===== config.mk =====
export PLATFORM = sky130hd
export DESIGN_NAME = e1crc_field_capture
export DESIGN_NICKNAME = d
export VERILOG_FILES = /design/src/rtl/e1crc_pkg.sv /design/src/rtl/e1crc_field_capture.sv
export SDC_FILE = /design/constraint.sdc
export NUM_CORES = 1
export LEC_CHECK = 0
export BUFFER_PORTS_ARGS = -buffer_cell sky130_fd_sc_hd__buf_2
export CAP_MARGIN = 20
export CELL_PAD_IN_SITES_DETAIL_PLACEMENT = 0
export CELL_PAD_IN_SITES_GLOBAL_PLACEMENT = 1
export CORE_MARGIN = 2
export CORE_UTILIZATION = 32
export DETAILED_ROUTE_END_ITERATION = 12
export GPL_TIMING_DRIVEN = 0
export PLACE_DENSITY_LB_ADDON = 0.1
export SLEW_MARGIN = 20
export SYNTH_ARGS = -nofsm -noshare
export SYNTH_HDL_FRONTEND = slang
export SYNTH_SLANG_ARGS = --single-unit

===== constraint.sdc =====
create_clock -name clk -period 0.8 [get_ports clk]
set_input_delay 0.04 -clock clk [delete_from_list [all_inputs] [get_ports clk]]
set_output_delay 0.04 -clock clk [all_outputs]
set_load 0.1 [all_outputs]

===== src/rtl/e1crc_pkg.sv =====
package e1crc_pkg;
  localparam int FRAMES_PER_MF = 16;
  localparam int FRAME_W       = $clog2(FRAMES_PER_MF);
  localparam int SMF_FRAMES    = FRAMES_PER_MF / 2;
  localparam int SMF_W         = $clog2(SMF_FRAMES);
  localparam int CRC_W         = 4;
  localparam int SA6_W         = 4;
  localparam int MFAS_W        = 6;
  localparam int EBIT_W        = 2;

  // frame positions (within a multiframe or a sub-multiframe)
  localparam logic [FRAME_W-1:0] MFAS_LAST_FR = FRAME_W'(11);
  localparam logic [FRAME_W-1:0] EBIT_1ST_FR  = FRAME_W'(13);
  localparam logic [FRAME_W-1:0] EBIT_2ND_FR  = FRAME_W'(15);
  localparam logic [SMF_W-1:0]   CRC_LAST_OFS = SMF_W'(6);
  localparam logic [SMF_W-1:0]   SMF_END_OFS  = SMF_W'(7);

  localparam logic [MFAS_W-1:0]  MFAS_EXPECT  = 6'b001011;
  localparam logic [SA6_W-1:0]   SA6_FEBE_A   = 4'b0001;
  localparam logic [SA6_W-1:0]   SA6_CRC_A    = 4'b0010;
  localparam logic [SA6_W-1:0]   SA6_BOTH     = 4'b0011;

  typedef struct packed {
    logic mfas_err;
    logic crc_err;
    logic crc_exc;
    logic febe;
    logic nt_febe;
    logic nt_crc;
  } ev_t;
endpackage


===== src/rtl/e1crc_field_capture.sv =====
module e1crc_field_capture
  import e1crc_pkg::*;
(
  input  logic                clk,
  input  logic                rst,
  input  logic                sync_i,
  input  logic                valid_i,
  input  logic                bit1_i,
  input  logic                bit7_i,
  input  logic [FRAME_W-1:0]  frame_i,
  output logic                crc_done_o,
  output logic [CRC_W-1:0]    crc_word_o,
  output logic                smf_end_o,
  output logic [SA6_W-1:0]    sa6_word_o,
  output logic                mfas_done_o,
  output logic [MFAS_W-1:0]   mfas_word_o,
  output logic                ebit_done_o,
  output logic [EBIT_W-1:0]   ebit_word_o
);
  logic [SMF_W-1:0]  ofs;
  logic              take;
  logic              mf_seen_q, smf_seen_q;
  logic [CRC_W-2:0]  crc_sr_q;
  logic [SA6_W-2:0]  sa6_sr_q;
  logic [MFAS_W-2:0] mfas_sr_q;
  logic              ebit_first_q;

  assign ofs  = frame_i[SMF_W-1:0];
  assign take = sync_i & valid_i;

  // start-of-structure tracking: a word is judged only if seen from its start
  always_ff @(posedge clk) begin
    if (rst || !sync_i) begin
      mf_seen_q  <= 1'b0;
      smf_seen_q <= 1'b0;
    end else if (valid_i) begin
      if (frame_i == '0)   mf_seen_q  <= 1'b1;
      if (ofs == '0)       smf_seen_q <= 1'b1;
    end
  end

  // bit collectors
  always_ff @(posedge clk) begin
    if (rst) begin
      crc_sr_q     <= '0;
      sa6_sr_q     <= '0;
      mfas_sr_q    <= '0;
      ebit_first_q <= 1'b0;
    end else if (take) begin
      if (!frame_i[0] && ofs != SMF_END_OFS)
        crc_sr_q <= {crc_sr_q[CRC_W-3:0], bit1_i};
      if (frame_i[0])
        sa6_sr_q <= {sa6_sr_q[SA6_W-3:0], bit7_i};
      if (frame_i[0] && frame_i <= MFAS_LAST_FR)
        mfas_sr_q <= {mfas_sr_q[MFAS_W-3:0], bit1_i};
      if (frame_i == EBIT_1ST_FR)
        ebit_first_q <= bit1_i;
    end
  end

  assign crc_word_o  = {crc_sr_q, bit1_i};
  assign sa6_word_o  = {sa6_sr_q, bit7_i};
  assign mfas_word_o = {mfas_sr_q, bit1_i};
  assign ebit_word_o = {ebit_first_q, bit1_i};

  assign crc_done_o  = take & smf_seen_q & (ofs == CRC_LAST_OFS);
  assign smf_end_o   = take & smf_seen_q & (ofs == SMF_END_OFS);
  assign mfas_done_o = take & mf_seen_q  & (frame_i == MFAS_LAST_FR);
  assign ebit_done_o = take & smf_seen_q & (frame_i == EBIT_2ND_FR);

  // nothing completes while out of sync
  assert_no_done_nosync_R8: assert property (@(posedge clk) disable iff (rst)
    !sync_i |-> !(crc_done_o || smf_end_o || mfas_done_o || ebit_done_o));
endmodule


==> flow_summary.toml <==
[synth]
synth_seq_cells = 14
yosysSeqAreaShare_pct = 44.01
synth_nets = 73
synth.avg_cell_area_um2 = 10.11
syn_inst = 63
ys.warnings.count = 0
ys_types = 18
syn_area_um2 = 636.9

[route]
drt_pre_antenna_iters = 2
avgViaCountPerCell = 4.555
vias = 583
drc_errors = 0
routed_wl_um = 1508
ant_nets = 0
first_iter_violations = 1
wl_per_cell_um = 11.78

[sta]
hold-worst-slack_ns = 0.06129
tightestPinTransition_ns = 0.4897
fin_crit_sh_pct = 139.8
tns_ns = -1.773
max_freq_mhz = 893.9
slew_violations = 0
fin_ws_ns = -0.3187
relSlewSlack_pct = 67.58
min_period_ns = 1.119
fin_skew_ns = 0.006731
finalSetupViolCount = 16
rsz0062_at_grt = "yes"
hold_viol_final = 0

[hold_path]
hold_class = "primary input to register"

[setup_path]
critical_path.cell_chain = "nand2_2 > nor4_4 > buf_6"
start_kind = "register"
crit_required_ns = 0.76
cp_max_fo = 2
critPathMaxStageDelay_ns = 0.34
crit_arrival_ns = 1.08
end_kind = "output port"
cp_slowest_cell = "dfxtp_2"
path_class = "register to output port"

[clock_network]
clk_pin_slew_ns = 0.08
clk_path_buf_depth = 2
clockRootBuffer = "clkbuf_4"
cts_made_buffers = 3
insertion_delay_ns = 0.28
h-tree-depth = 1
clock_sinks = 14
cts_tree = "yes"

[placement]
dp.cells = 119
io_buffers = 29
place.gp.congestion = 0.7246
hpwl_um = 1007
preCtsSetupSlack_ns = -0.3326

[status]
violations = "setup timing"
status = "finished with violations"

[cells_and_area]
antenna_cells = 0
mostFrequentLayoutCells = "buf_12 (15), buf_2 (13), mux2i_1 (12), dfxtp_4 (12), nor2_1 (7)"
final_common_cell = "buf_12"
stdcell_count = 128
final_layout_size_suffix_gt1_share_pct = 66.34
finalNetCount = 112
area_growth_pct = 95.09

[global_route]
grt_util_met3_pct = 3.704
grt_use_total_pct = 14.56
met2_usage_pct = 26.26
use_met1_pct = 16.22
grt_pass1_vias = 608
antenna_found_initial = 0
overflow = 0
grt_pass1_wl_um = 2704
grt_max_degree = 11
gr-max-usage-layer = "met2"

[power_and_ir_drop]
power_density_nw_per_um2 = 1139
ir_drop_mv = 0.8827
intPower_mw = 0.9633
pwr-share-comb_pct = 22.2
seqPwrFrac_pct = 47.8
pwr-share-clk_pct = 30.0
leakage_nw = 0.5085
switching_share_pct = 31.92
finalPower_mw = 1.415
power_switching_mw = 0.4516

[floorplanning]
start_util_pct = 33.14
rows = 16
dieArea_um2 = 2363
fp.dieW_um = 48.61
io_pins = 30
die_h_um = 48.61
core_area_um2 = 1922

[flow_run]
maxCapViolCount = 0
==> registers in the layout, summed over array words and instances (netlist names) <==
signal	count
smf_seen_q	1
ebit_first_q	1
mf_seen_q	1
mfas_sr_q	5
sa6_sr_q	3
crc_sr_q	3
==> power groups by stage <==
stage	Combinational [mW]	Sequential (mW)	Clock, mW
global route	0.331	0.678	0.488
floorplan	0.161	0.736	0
global placement	0.277	0.692	0
CTS	0.310	0.676	0.449
detailed placement	0.279	0.692	0
finish	0.314	0.677	0.424
==> per-stage QoR <==
| step | util, % | cell area, µm² |
|---|---|---|
| 6_report | 64.65 | 1242 |
| 5_1_grt | 64.65 | 1242 |
| 4_1_cts | 63.09 | 1212 |
| 3_5_place_dp | 47.59 | 914.6 |
| 3_3_place_gp | 47.59 | 914.6 |
| 2_1_floorplan | - | 735.7 |
==> worst max-delay path, delay by kind of cell, from the launching register on <==
kind / cells / cell delay, ns
buf+inv: 1 / 0.26
simple gates: 2 / 0.21
flops: 1 / 0.34
==> cells by family after synthesis <==
| group | Yosys count | synth area share, % |
|---|---|---|
| AOI/OAI and AO/OA | 2 | 3.340 |
| buffers and inverters | 7 | 7.072 |
| DFF | 14 | 44.01 |
| muxes | 12 | 18.86 |
| and+or+nand+nor | 28 | 26.72 |
==> worst paths after layout <==
kind         slack, ns  cells after the start                       from                         to
max              -0.32                      3     mf_seen_q$_SDFFE_PP0P_                mfas_done_o
min               0.06                      3                     bit1_i   crc_sr_q[0]$_SDFFE_PP0P_
max reg2reg       0.02                      3   sa6_sr_q[0]$_SDFFE_PP0P_   sa6_sr_q[0]$_SDFFE_PP0P_
min reg2reg       0.50                      2  ebit_first_q$_SDFFE_PP0P_  ebit_first_q$_SDFFE_PP0P_
==> cell type report <==
cell class,count,area [µm²]
buffer,5,33.78
multi-input combinational,42,377.9
timing repair buffer,35,439.2
sequential,14,327.8
tap,27,33.78
fill,167,679.4
inverter,1,3.754
clock buffer,4,26.28
==> routing by layer <==
metal	part of all wire (%)	vias up	routed length [µm]
met3	5.8	2	88
met2	54	18	809
met1	40	275	603
met5	0	-	0
met4	0.53	0	8
li1	-	288	-
==> cell usage after synthesis, drive strengths merged <==
cell type,instances,area share [%]
a21oi,2,3.3
buf,5,5.9
clkbuf,1,0.59
dfxtp,14,44
inv,1,0.59
mux2i,12,19
nand2,3,1.8
nand2b,7,6.9
nand3,2,3.5
nand3b,1,1.2
nor2,9,5.3
nor3,2,1.6
nor3b,2,3.1
nor4,1,0.98
nor4b,1,2.4
==> what timing repair did <==
action,in CTS,in global routing
hold buffers,1,0
hold endpoints to repair,1,0
setup endpoints to repair,16,22
buffers inserted,4,1
resized for setup,66,5
cloned,0,0
No activity file was read; power rests on OpenSTA's default activity.
